==> config.mk <==
export PLATFORM = sky130hd
export DESIGN_NAME = hbOutSplitter
export DESIGN_NICKNAME = d
export VERILOG_FILES = /design/src/rtl/hbsPkg.sv /design/src/rtl/hbsDatapath.sv /design/src/rtl/hbsControl.sv /design/src/rtl/hbOutSplitter.sv
export SDC_FILE = /design/constraint.sdc
export NUM_CORES = 1
export LEC_CHECK = 0
export BUFFER_PORTS_ARGS = -buffer_cell sky130_fd_sc_hd__buf_2
export CORE_AREA = 2 2 89 91
export CTS_BUF_LIST = sky130_fd_sc_hd__clkbuf_16
export DETAILED_ROUTE_END_ITERATION = 6
export DIE_AREA = 0 0 91 93
export PLACE_DENSITY = 0.6
export SLEW_MARGIN = 5
export SYNTH_ARGS = -nofsm -noshare
export SYNTH_HDL_FRONTEND = slang
export SYNTH_SLANG_ARGS = --single-unit
export TNS_END_PERCENT = 30
==> constraint.sdc <==
create_clock -name clk -period 2.4 [get_ports clk]
set_input_delay 0.12 -clock clk [delete_from_list [all_inputs] [get_ports clk]]
set_output_delay 0.12 -clock clk [all_outputs]
set_load 0.02 [all_outputs]
==> src/rtl/hbsPkg.sv <==
package hbsPkg;
  typedef enum logic [1:0] {
    ST_IDLE  = 2'd0,
    ST_ISSUE = 2'd1,
    ST_WAIT  = 2'd2,
    ST_DONE  = 2'd3
  } hbsState_e;

  // Strobes from control to datapath
  typedef struct packed {
    logic load;   // capture a new request
    logic step;   // account a finished transaction
  } hbsStrobe_t;

  // Conditions reported back by the datapath
  typedef struct packed {
    logic badReq;   // incoming request needs no transaction
    logic lastTxn;  // current transaction ends the sequence on success
  } hbsStatus_t;
endpackage

==> src/rtl/hbsDatapath.sv <==
module hbsDatapath
  import hbsPkg::*;
#(
  parameter int LEN_W  = 12,
  parameter int MPS_W  = 11,
  parameter int MULT_W = 2,
  parameter int ERR_W  = 2
) (
  input  logic              clk,
  input  logic              rstN,
  input  hbsStrobe_t        strobe,
  input  logic [LEN_W-1:0]  reqLen,
  input  logic [MPS_W-1:0]  reqMps,
  input  logic [MULT_W-1:0] reqMult,
  input  logic [ERR_W-1:0]  txErr,
  output hbsStatus_t        status,
  output logic [MPS_W-1:0]  txBytes,
  output logic [LEN_W-1:0]  doneRemain,
  output logic [ERR_W-1:0]  doneErr,
  output logic              doneBadMult
);
  localparam int EXT_PAD = LEN_W - MPS_W;

  logic [LEN_W-1:0]  remainQ;
  logic [MPS_W-1:0]  mpsQ;
  logic [MULT_W-1:0] multQ;
  logic [MULT_W-1:0] cntQ;
  logic [ERR_W-1:0]  errQ;
  logic              badQ;

  logic [LEN_W-1:0]  mpsExt;
  logic [LEN_W-1:0]  remainNext;
  logic [MULT_W-1:0] cntNext;
  logic              remainFits;

  assign mpsExt     = {{EXT_PAD{1'b0}}, mpsQ};
  assign remainFits = (remainQ <= mpsExt);
  assign remainNext = remainFits ? '0 : (remainQ - mpsExt);
  assign cntNext    = cntQ + MULT_W'(1);

  always_comb begin
    txBytes = remainFits ? remainQ[MPS_W-1:0] : mpsQ;
  end

  assign status.badReq  = (reqMult == '0) || (reqLen == '0);
  assign status.lastTxn = remainFits || (cntNext == multQ);

  always_ff @(posedge clk or negedge rstN) begin
    if (!rstN) begin
      remainQ <= '0;
      mpsQ    <= '0;
      multQ   <= '0;
      cntQ    <= '0;
      errQ    <= '0;
      badQ    <= 1'b0;
    end else if (strobe.load) begin
      remainQ <= reqLen;
      mpsQ    <= reqMps;
      multQ   <= reqMult;
      cntQ    <= '0;
      errQ    <= '0;
      badQ    <= (reqMult == '0);
    end else if (strobe.step) begin
      cntQ <= cntNext;
      errQ <= txErr;
      if (txErr == '0) begin
        remainQ <= remainNext;
      end
    end
  end

  assign doneRemain  = remainQ;
  assign doneErr     = errQ;
  assign doneBadMult = badQ;
endmodule

==> src/rtl/hbsControl.sv <==
module hbsControl
  import hbsPkg::*;
#(
  parameter int ERR_W = 2
) (
  input  logic             clk,
  input  logic             rstN,
  input  logic             reqValid,
  input  logic             txDone,
  input  logic [ERR_W-1:0] txErr,
  input  hbsStatus_t       status,
  output hbsStrobe_t       strobe,
  output logic             reqReady,
  output logic             active,
  output logic             txStart,
  output logic             doneValid
);
  hbsState_e stateQ, stateD;

  always_comb begin
    stateD       = stateQ;
    strobe       = '0;
    case (stateQ)
      ST_IDLE: begin
        if (reqValid) begin
          strobe.load = 1'b1;
          stateD      = status.badReq ? ST_DONE : ST_ISSUE;
        end
      end
      ST_ISSUE: stateD = ST_WAIT;
      ST_WAIT: begin
        if (txDone) begin
          strobe.step = 1'b1;
          stateD = ((txErr != '0) || status.lastTxn) ? ST_DONE : ST_ISSUE;
        end
      end
      default: stateD = ST_IDLE;
    endcase
  end

  always_ff @(posedge clk or negedge rstN) begin
    if (!rstN) stateQ <= ST_IDLE;
    else       stateQ <= stateD;
  end

  assign reqReady  = (stateQ == ST_IDLE);
  assign txStart   = (stateQ == ST_ISSUE);
  assign active    = (stateQ == ST_ISSUE) || (stateQ == ST_WAIT);
  assign doneValid = (stateQ == ST_DONE);
endmodule

==> src/rtl/hbOutSplitter.sv <==
module hbOutSplitter
  import hbsPkg::*;
#(
  parameter int LEN_W  = 12,
  parameter int MPS_W  = 11,
  parameter int MULT_W = 2,
  parameter int ERR_W  = 2
) (
  input  logic              clk,
  input  logic              rstN,
  input  logic              reqValid,
  input  logic [LEN_W-1:0]  reqLen,
  input  logic [MPS_W-1:0]  reqMps,
  input  logic [MULT_W-1:0] reqMult,
  output logic              reqReady,
  output logic              active,
  output logic              txStart,
  output logic [MPS_W-1:0]  txBytes,
  input  logic              txDone,
  input  logic [ERR_W-1:0]  txErr,
  output logic              doneValid,
  output logic [LEN_W-1:0]  doneRemain,
  output logic [ERR_W-1:0]  doneErr,
  output logic              doneBadMult
);
  hbsStrobe_t strobe;
  hbsStatus_t status;

  hbsControl #(.ERR_W(ERR_W)) i_ctrl (
    .clk       (clk),
    .rstN      (rstN),
    .reqValid  (reqValid),
    .txDone    (txDone),
    .txErr     (txErr),
    .status    (status),
    .strobe    (strobe),
    .reqReady  (reqReady),
    .active    (active),
    .txStart   (txStart),
    .doneValid (doneValid)
  );

  hbsDatapath #(
    .LEN_W (LEN_W),
    .MPS_W (MPS_W),
    .MULT_W(MULT_W),
    .ERR_W (ERR_W)
  ) i_dp (
    .clk        (clk),
    .rstN       (rstN),
    .strobe     (strobe),
    .reqLen     (reqLen),
    .reqMps     (reqMps),
    .reqMult    (reqMult),
    .txErr      (txErr),
    .status     (status),
    .txBytes    (txBytes),
    .doneRemain (doneRemain),
    .doneErr    (doneErr),
    .doneBadMult(doneBadMult)
  );
endmodule

==> results of run 1 <==
==> synth_stat cells (all sizes together) (2+ instances only) <==
cell / instances / area (um2)
o211ai: 3 / 22.52
nand3b: 2 / 15.01
a21oi: 11 / 58.81
nand3: 5 / 25.02
clkbuf: 4 / 35.04
o21ai: 36 / 217.7
inv: 19 / 71.32
nor3b: 2 / 15.01
nor4: 3 / 18.77
ha: 16 / 200.2
nand2: 30 / 112.6
a211oi: 2 / 20.02
dfrtp: 32 / 800.8
a311oi: 2 / 17.52
mux2: 5 / 56.30
a31oi: 2 / 12.51
nand2b: 4 / 25.02
xnor2: 5 / 43.79
a22oi: 13 / 97.59
buf: 7 / 61.30
nand4: 2 / 18.77
xor2: 6 / 52.55
nor2: 10 / 37.54
a21o: 3 / 22.52
nor3: 3 / 15.01
==> state kept, by name (all words and copies together), names as in the netlist <==
register	count
i_dp.cntQ	2
i_dp.doneErr	2
i_dp.mpsQ	11
i_dp.doneBadMult	1
i_dp.doneRemain	12
i_dp.multQ	2
i_ctrl.stateQ	2
==> final timing paths <==
path | end | slack [ps] | start | cells past startpoint
setup / recovery | txBytes[0] | -130 | i_dp.doneRemain[0] | 10
hold / removal | i_dp.mpsQ[2] | 40 | reqMps[2] | 3
setup reg to reg | i_dp.doneRemain[11] | 90 | i_dp.doneRemain[0] | 11
hold reg to reg | i_dp.doneBadMult | 520 | i_dp.doneBadMult | 1
max in group asynchronous | i_dp.doneRemain[0] | 1470 | rstN | 2
min in group asynchronous | i_dp.doneRemain[10] | 450 | rstN | 2
==> final cells by class <==
cell class                      instances  area, um2
Fill cell                             784       4483
Multi-Input combinational cell        178       1329
Sequential cell                        32      800.8
Timing Repair Buffer                   84      551.8
Tap cell                              102      127.6
Clock buffer                            5      125.1
Inverter                               19      71.32
Clock inverter                          3      38.79
==> critical path, stage by stage, from the launching register on <==
cell	delay, ps
dfrtp_1	380
inv_1	60
ha_2	170
inv_2	40
fa_2	360
nand3_4	90
a21oi_4	70
nor4b_4	300
or2_4	220
mux2_4	310
buf_6	130
==> what timing repair did <==
item                       in CTS  in global routing
gates resized for setup        20                 41
setup buffers                   2                  2
hold buffers                    1                  0
cloned                          1                  0
setup endpoints to repair      12                 17
pin swaps                       4                  4
hold endpoints to repair       32                  0
==> cell usage in the layout, fill, tap and decap left out, types with 3 or more instances in the layout <==
cell type	netlist	final
buf_2	1	49
dfrtp_1	32	32
nand2_1	30	24
buf_4	3	24
inv_1	19	17
o21ai_2	10	17
o21ai_0	25	15
a22oi_1	13	13
ha_1	16	13
nor2_1	10	10
a21oi_1	10	9
buf_6	3	9
nand2_2	0	6
xor2_1	6	6
xnor2_1	5	5
clkbuf_16	0	5
o21ai_1	1	4
nand3_1	5	4
mux2_2	5	4
nand2b_1	4	4
inv_2	0	3
a21o_1	3	3
nor3_1	3	3
o211ai_1	3	3
nor4_1	3	3
==> logic make-up (layout without fill, tap and decap cells) <==
kind of cell	after synthesis	after routing	synth area share
mux	5	5	0.02552
xor+xnor	11	11	0.04367
fa+ha+maj	17	17	0.09983
simple gates	69	69	0.1611
compound gates	76	76	0.2269
buf+inv	31	111	0.07998
flops	32	32	0.3630
==> metal layers <==
| metal | routed length (um) | share of wire | track usage |
|---|---|---|---|
| met1 | 2841 | 0.46 | 0.2028 |
| met2 | 2811 | 0.46 | 0.2346 |
| met3 | 396 | 0.064 | 0.03626 |
| met4 | 116 | 0.019 | 0.04672 |
| met5 | 0 | 0 | 0 |
==> per-stage QoR <==
step	TNS, ps	instance area (um2)	std cells	hold slack (ps)
global route	-2529	3044	423	55.83
detailed placement	-3.745	2664	409	230.0
finish	-1025	3044	423	43.01
floorplan	0	2206	241	-175.6
CTS	-866.9	2923	421	41.78
global placement	0	2664	409	236.7
==> metrics.md, run 1 <==
| Metric | Value |
|---|---|
| Synth Net Count | `289` |
| Via density | `4.820` |
| Ys flop type | `dfrtp_1` |
| Clk_lat worst skew | `270 ps` |
| GPL Wtd Cong | `0.8782` |
| Die W | `91 um` |
| Synth Register Bits | `32` |
| Max_cap viols | `0` |
| Tcrit/Tclk final | `1.052` |
| DRC | `0` |
| CTS tree | `built` |
| Post-Syn Instances | `241` |
| IO buf count | `60` |
| Fin. max-slew vios | `0` |
| Final worst slack | `-125.9 ps` |
| ANT cells | `0` |
| Final setup fails | `11` |
| Post-synthesis cell type count | `47` |
| Drt wl/cell | `14.58 um` |
| CP required | `2280 ps` |
| Final Critical Period | `2526 ps` |
| Setup WS pre-CTS | `-3.745 ps` |
| Ys Warns | `0` |
| Die ar. | `8463 um2` |
| Fin Clk Skew | `3.006 ps` |
| DRT Pass-1 Iters | `4` |
| Total vias in the final route | `2039` |
| Final Util | `0.4044` |
| Row count | `32` |
| Congestion Overflow GR | `0` |
| Die outline height | `93 um` |
| Worst slew margin | `0.5095` |
| Root Driver | `clkbuf_16` |
| Syn avg cell area | `9.153 um2` |
| Asr flop ratio synth | `1.000` |
| Layout cells sized above 1 | `0.4174` |
| Largest net degree at the start of global routing | `33` |
| I/O Pins | `61` |
| WP data arrival | `2410 ps` |
| Status | `finished, violations left` |
| First-pass GRT wire length | `10050 um` |
| Failing checks | `negative setup slack` |
| Post-DP HPWL | `4653 um` |
| Unrepaired setup endpoints after global routing | `yes` |
| H-tree depth | `2` |
| Antenna violations before repair | `0` |
| Sequential fraction of the synthesis area | `0.3630` |
| Worst-path fanout max | `5` |
| Crit path kind | `reg2out` |
| Startpoint Class | `flip-flop` |
| Worst min path class | `in2reg` |
| ANT nets after route | `0` |
| Initial DRC count | `95` |
| Clock Tree Buf Depth | `2` |
| Core outline area | `7527 um2` |
| EDFF count, synth | `0` |
| Worst-path clk slew | `50 ps` |
| Final #Nets | `368` |
| CTS sink count | `32` |
| Num CTS Buffers | `5` |
| Final Hold Vio Count | `0` |
| Starting Density | `0.2931` |
| Worst slew pin tran | `735.8 ps` |
| Setup crit end kind | `output pin` |
| Gr usage total | `0.1491` |
| Synth Cell Area | `2206 um2` |
| P&R area growth vs syn | `38.00%` |
| Max Fclk | `0.3959 GHz` |
| Routed wire length | `6166 um` |
| Number of global-route vias before repair | `2039` |
Power of run 1 is not shown: default switching activity piles up to over one toggle a cycle in this logic, so the estimate is an artifact.
==> run 2: changes to the inputs <==
--- a/config.mk
+++ b/config.mk
@@ -12,4 +12,5 @@
 export DIE_AREA = 0 0 91 93
 export PLACE_DENSITY = 0.6
+export RECOVER_POWER = 100
 export SLEW_MARGIN = 5
 export SYNTH_ARGS = -nofsm -noshare
==> constraint.sdc (replaced) <==
create_clock -name clk -period 2.4 [get_ports clk]
set_input_delay 0.6 -clock clk [delete_from_list [all_inputs] [get_ports clk]]
set_output_delay 0.6 -clock clk [all_outputs]
set_load 0.02 [all_outputs]
==> metrics.md, run 2 (synthesis gave the netlist of run 1 again) <==
| Metric | Value |
|---|---|
| Status | `finished, violations left` |
| Failing checks | `max-capacitance violations, max-slew violations, negative setup slack` |
| I/O Pins | `61` |
| Core outline area | `7527 um2` |
| # fillers | `789` |
| ANT cells | `0` |
| Setup crit end kind | `output pin` |
| Die ar. | `8463 um2` |
| Final setup fails | `11` |
| Total vias in the final route | `2137` |
| Worst slew margin | `-0.2096` |
| Worst min path class | `reg2reg` |
| Max_cap viols | `1` |
| Die W | `91 um` |
| Crit path kind | `reg2out` |
| Fin. max-slew vios | `33` |
| Number of global-route vias before repair | `2207` |
| Hold slack | `522.2 ps` |
| Final Hold Vio Count | `0` |
| Worst-path fanout max | `4` |
| Unrepaired setup endpoints after global routing | `yes` |
| First-pass GRT wire length | `10530 um` |
| Final #Nets | `394` |
| Max Fclk | `0.3375 GHz` |
| H-tree depth | `2` |
| Dpl cells | `437` |
| ANT nets after route | `0` |
| Setup WS pre-CTS | `-386.2 ps` |
| CP peak stage delay | `360 ps` |
| Via density | `4.759` |
| GPL Wtd Cong | `0.8197` |
| Final worst slack | `-563.0 ps` |
| Post-DP HPWL | `4899 um` |
| Non-filler cells, final | `449` |
| Hold_sp | `i_dp.doneErr[1]` |
| Final Critical Period | `2963 ps` |
| CTS tree | `built` |
| Gr usage total | `0.1587` |
| Num CTS Buffers | `5` |
| Worst-path clk slew | `50 ps` |
| Row count | `32` |
| Largest net degree at the start of global routing | `33` |
| Worst slew pin tran | `1814 ps` |
| Most common cell after layout, fill and taps aside | `buf_4` |
| Die outline height | `93 um` |
| Initial DRC count | `109` |
| Highest-delay cell along the critical path | `dfrtp_1` |
| Clock Tree Buf Depth | `2` |
| Routed wire length | `6407 um` |
| Tcrit/Tclk final | `1.235` |
| IO buf count | `60` |
| Reg2reg start | `i_dp.doneRemain[3]` |
| CP required | `1800 ps` |
| WP data arrival | `2360 ps` |
| Max reg flops | `12` |
| Crit. Startpoint | `i_dp.mpsQ[9]` |
| DRC | `0` |
| Startpoint Class | `flip-flop` |
| Fin Clk Skew | `5.093 ps` |
| Layout cells sized above 1 | `0.4409` |
| Most frequent cells in the layout | `46 x buf_4, 30 x dfrtp_1, 30 x buf_2` |
| Drt wl/cell | `14.27 um` |
| Clk_lat worst skew | `280 ps` |
| Crit-path cells | `inv_1 > ha_4 > a21o_1 > a211oi_2 > nor4b_2 > or2_4 > mux2_4 > buf_6` |
| Final Util | `0.4368` |
| Root Driver | `clkbuf_16` |
| DRT Pass-1 Iters | `4` |
| Starting Density | `0.2931` |
| Congestion Overflow GR | `0` |
| Antenna violations before repair | `0` |
| # hold bufs at CTS | `0` |
| P&R area growth vs syn | `49.06%` |
| CTS sink count | `32` |
run 2: critical path, delay by kind of cell (launching register included):
kind	cells	cell delay (ps)
AND/OR/NAND/NOR	2	520
AO/OA/AOI/OAI	2	400
flip-flops	1	360
multiplexers	1	320
buffers and inverters	2	250
adder cells (fa/ha/maj)	1	220
run 2: per-stage QoR:
| stage | cell area [um2] | setup TNS [ps] |
|---|---|---|
| floorplan | 2326 | -2122 |
| CTS | 3237 | -6391 |
| finish | 3288 | -5766 |
| global route | 3288 | -6541 |
| detailed placement | 2980 | -3927 |
| global placement | 2980 | -3414 |
run 2: cell type report:
type,instances,area (um2),area share
clock buffers,5,125.1,0.03805
clock inverters,3,42.54,0.01294
inverters,19,71.32,0.02169
multi-input cells,178,1381,0.4201
flip-flops and latches,32,803.3,0.2443
well taps,102,127.6,0.03881
repair buffers,110,737.0,0.2241
run 2: path summary, 6_finish.rpt:
path / slack, ps / endpoint / depth (start not counted)
worst max-delay path: -560 / txBytes[0] / 8
worst min-delay path: 520 / i_dp.doneErr[1] / 2
worst max register to register: 70 / i_dp.doneRemain[11] / 9
worst min register to register: 520 / i_dp.doneErr[1] / 2
max in group asynchronous: 410 / i_dp.doneRemain[9] / 1
min in group asynchronous: 800 / i_dp.doneErr[1] / 1
run 2: timing repair:
item / CTS / global route
resized for setup: 27 / 14
endpoints found under the setup margin: 11 / 12
cloned: 0 / 0
setup buffers: 1 / 3
pin swaps: 10 / 7
run 2: per-layer routing:
metal,share of wire,vias to the layer above,track usage
met2,0.50,49,0.2753
li1,-,1067,-
met4,0.016,0,0.05556
met5,0,-,0
met1,0.45,1012,0.1971
met3,0.034,9,0.03143
Power of run 2 is left out for the same reason.
==> run 3: changes to the inputs <==
CORE_AREA = 2 2 91 93   (was 2 2 89 91)
DIE_AREA = 0 0 93 95   (was 0 0 91 93)
SYNTH_HIERARCHICAL = 1   (was unset)
==> metrics.md, run 3 <==
| Metric | Value |
|---|---|
| Top post-synthesis cells by count | `32 x dfrtp_1, 23 x inv_1, 21 x a21oi_1` |
| Drt wl/cell | `14.51 um` |
| Yosys top cell area share | `0.3456` |
| Ys flop type | `dfrtp_1` |
| Total vias in the final route | `2348` |
| IO buf count | `60` |
| Largest net degree at the start of global routing | `33` |
| Synth top area cells | `dfrtp_1 35%, ha_1 8.6%, a21oi_1 4.5%` |
| Worst min path class | `reg2reg` |
| First-pass GRT wire length | `11360 um` |
| Clk_lat worst skew | `280 ps` |
| CP peak stage delay | `410 ps` |
| Row count | `33` |
| FF+latch area | `803.3 um2` |
| Synth Cell Area | `2317 um2` |
| Failing checks | `max-capacitance violations, max-slew violations, negative setup slack` |
| Starting Density | `0.2923` |
| Final worst slack | `-592.8 ps` |
| H-tree depth | `2` |
| Highest-delay cell along the critical path | `dfrtp_1` |
| Routed wire length | `6920 um` |
| Via density | `4.922` |
| Hold slack | `479.1 ps` |
| # fillers | `790` |
| Most common cell after layout, fill and taps aside | `buf_4` |
| Final setup fails | `16` |
| Post-Synth XOR/XNOR Area | `0.01890` |
| Gr usage total | `0.1638` |
| ANT nets after route | `0` |
| Most frequent cells in the layout | `50 x buf_4, 31 x buf_2, 30 x dfrtp_1` |
| Core outline area | `7928 um2` |
| # hold bufs at CTS | `0` |
| Final Hold Vio Count | `0` |
| Worst slew margin | `-0.2382` |
| Tcrit/Tclk final | `1.247` |
| Worst slew pin tran | `1857 ps` |
| Status | `finished, violations left` |
| Antenna violations before repair | `0` |
| Syn avg cell area | `8.947 um2` |
| Simple-gate share of the synthesized area | `0.1512` |
| Root Driver | `clkbuf_16` |
| Crit path kind | `reg2out` |
| CP required | `1800 ps` |
| Fin. max-slew vios | `33` |
| Sequential fraction of the synthesis area | `0.3456` |
| Die ar. | `8835 um2` |
| CTS tree | `built` |
| Congestion Overflow GR | `0` |
| Synth area leader | `dfrtp_1` |
| ANT cells | `0` |
| CTS sink count | `32` |
| P&R area growth vs syn | `50.65%` |
| CP top delay family | `compound AO/OA/AOI/OAI gates` |
| Unrepaired setup endpoints after global routing | `yes` |
| Synth Net Count | `307` |
| Post-DP HPWL | `5272 um` |
| Max Fclk | `0.3341 GHz` |
| EDFF count, synth | `0` |
| Clock Tree Buf Depth | `2` |
| Num CTS Buffers | `5` |
| Largest family of logic cells by synthesized area | `compound AO/OA/AOI/OAI gates` |
| DRT Pass-1 Iters | `4` |
| Worst-path clk slew | `50 ps` |
| Mux share of post-synthesis cell area | `0.07667` |
| GPL Wtd Cong | `0.8698` |
| Fin Clk Skew | `5.131 ps` |
| Ys Warns | `6` |
| Final Critical Period | `2993 ps` |
| Synth Register Bits | `32` |
| Post-synthesis compound-gate area fraction | `0.2522` |
| Post-synthesis cell type count | `51` |
| Crit-path cells | `ha_4 > inv_2 > fa_2 > nand3_2 > a21o_1 > a311oi_4 > nor2_4 > buf_12 > mux2_4 > buf_6` |
| Layout cells sized above 1 | `0.3737` |
| Worst-path fanout max | `8` |
| Startpoint Class | `flip-flop` |
| Worst R2R Setup Slack | `-80 ps` |
| Cell with the most instances after synthesis | `dfrtp_1` |
| Die W | `93 um` |
| Asr flop ratio synth | `1.000` |
| Initial DRC count | `85` |
| Adder-Cell Fraction of Synth Area | `0.09503` |
| WP data arrival | `2390 ps` |
| Max_cap viols | `1` |
| I/O Pins | `61` |
| Die outline height | `95 um` |
| Buffers plus inverters on the worst setup path | `3` |
| Area of the multi-input gates | `1519 um2` |
| Final #Nets | `419` |
| Number of global-route vias before repair | `2381` |
| Setup crit end kind | `output pin` |
| DRC | `0` |
| Max reg flops | `12` |
| Post-Syn Instances | `259` |
==> run 3: cell count changes in the layout (fill, tap and decap cells not counted), sizes merged, moves of 4 or more <==
cell / change
a21oi: +10
a22oi: -6
buf: +5
inv: +4
mux2: +9
nand2: -13
nor2: +7
o21ai: -17
o31ai: +4
xor2: -4
==> run 3: final timing paths <==
check | from | cells after the start | endpoint
max | i_dp/mpsQ[0] | 10 | txBytes[7]
min | i_dp/doneBadMult | 2 | i_dp/doneBadMult
max reg2reg | i_dp/mpsQ[0] | 12 | i_ctrl/stateQ[1]
min reg2reg | i_dp/doneBadMult | 2 | i_dp/doneBadMult
max in group asynchronous | rstN | 1 | i_dp/doneRemain[6]
min in group asynchronous | rstN | 1 | i_dp/doneRemain[3]
==> run 3: per-layer routing <==
metal  global-route usage  part of all wire
met1               0.2112              0.45
met2               0.2880              0.49
met3              0.02474             0.045
met4              0.04167             0.014
met5                    0                 0
==> run 3: what timing repair did <==
| item | in CTS | in global routing |
|---|---|---|
| pin swaps | 7 | 3 |
| setup buffers | 5 | 2 |
| resized for setup | 26 | 11 |
| endpoints found under the setup margin | 12 | 16 |
==> run 3: cell families (layout without fill, tap and decap cells) <==
logic type / after synthesis / after routing
adder cells (fa/ha/maj): 17 / 17
AO/OA/AOI/OAI: 86 / 86
AND/OR/NAND/NOR: 67 / 67
multiplexers: 16 / 16
flip-flops: 32 / 32
buffers and inverters: 36 / 149
XOR/XNOR: 5 / 5
==> run 3: worst register-to-register path, stage by stage (launching register included) <==
cell      delay, ps
dfrtp_1         410
ha_4            170
inv_2            50
fa_2            200
nand3_2          70
a21o_1          200
a311oi_4        330
nor2_4           80
buf_6           140
a211o_1         230
o31ai_1         200
o2111a_1        220
a311oi_2         40
==> run 3: per-stage QoR <==
stage | instance area [um2] | util | setup TNS [ps] | std cells | setup slack, ps
2_1_floorplan | 2390 | - | -4516 | 259 | -411.5
3_3_place_gp | 3151 | 0.3974 | -4269 | 462 | -403.7
3_5_place_dp | 3151 | 0.3974 | -4926 | 462 | -461.4
4_1_cts | 3446 | 0.4347 | -6384 | 475 | -587.4
5_1_grt | 3491 | 0.4403 | -10120 | 477 | -678.0
6_report | 3491 | 0.4403 | -6652 | 477 | -592.8
==> run 3: area by class of cell <==
class,count,share of cell area
Clock buffer,5,0.03584
Clock inverter,3,0.01075
Inverter,24,0.02581
Multi-Input combinational cell,191,0.4351
Sequential cell,32,0.2301
Tap cell,105,0.03763
Timing Repair Buffer,117,0.2247
Power of run 3 is left out for the same reason.
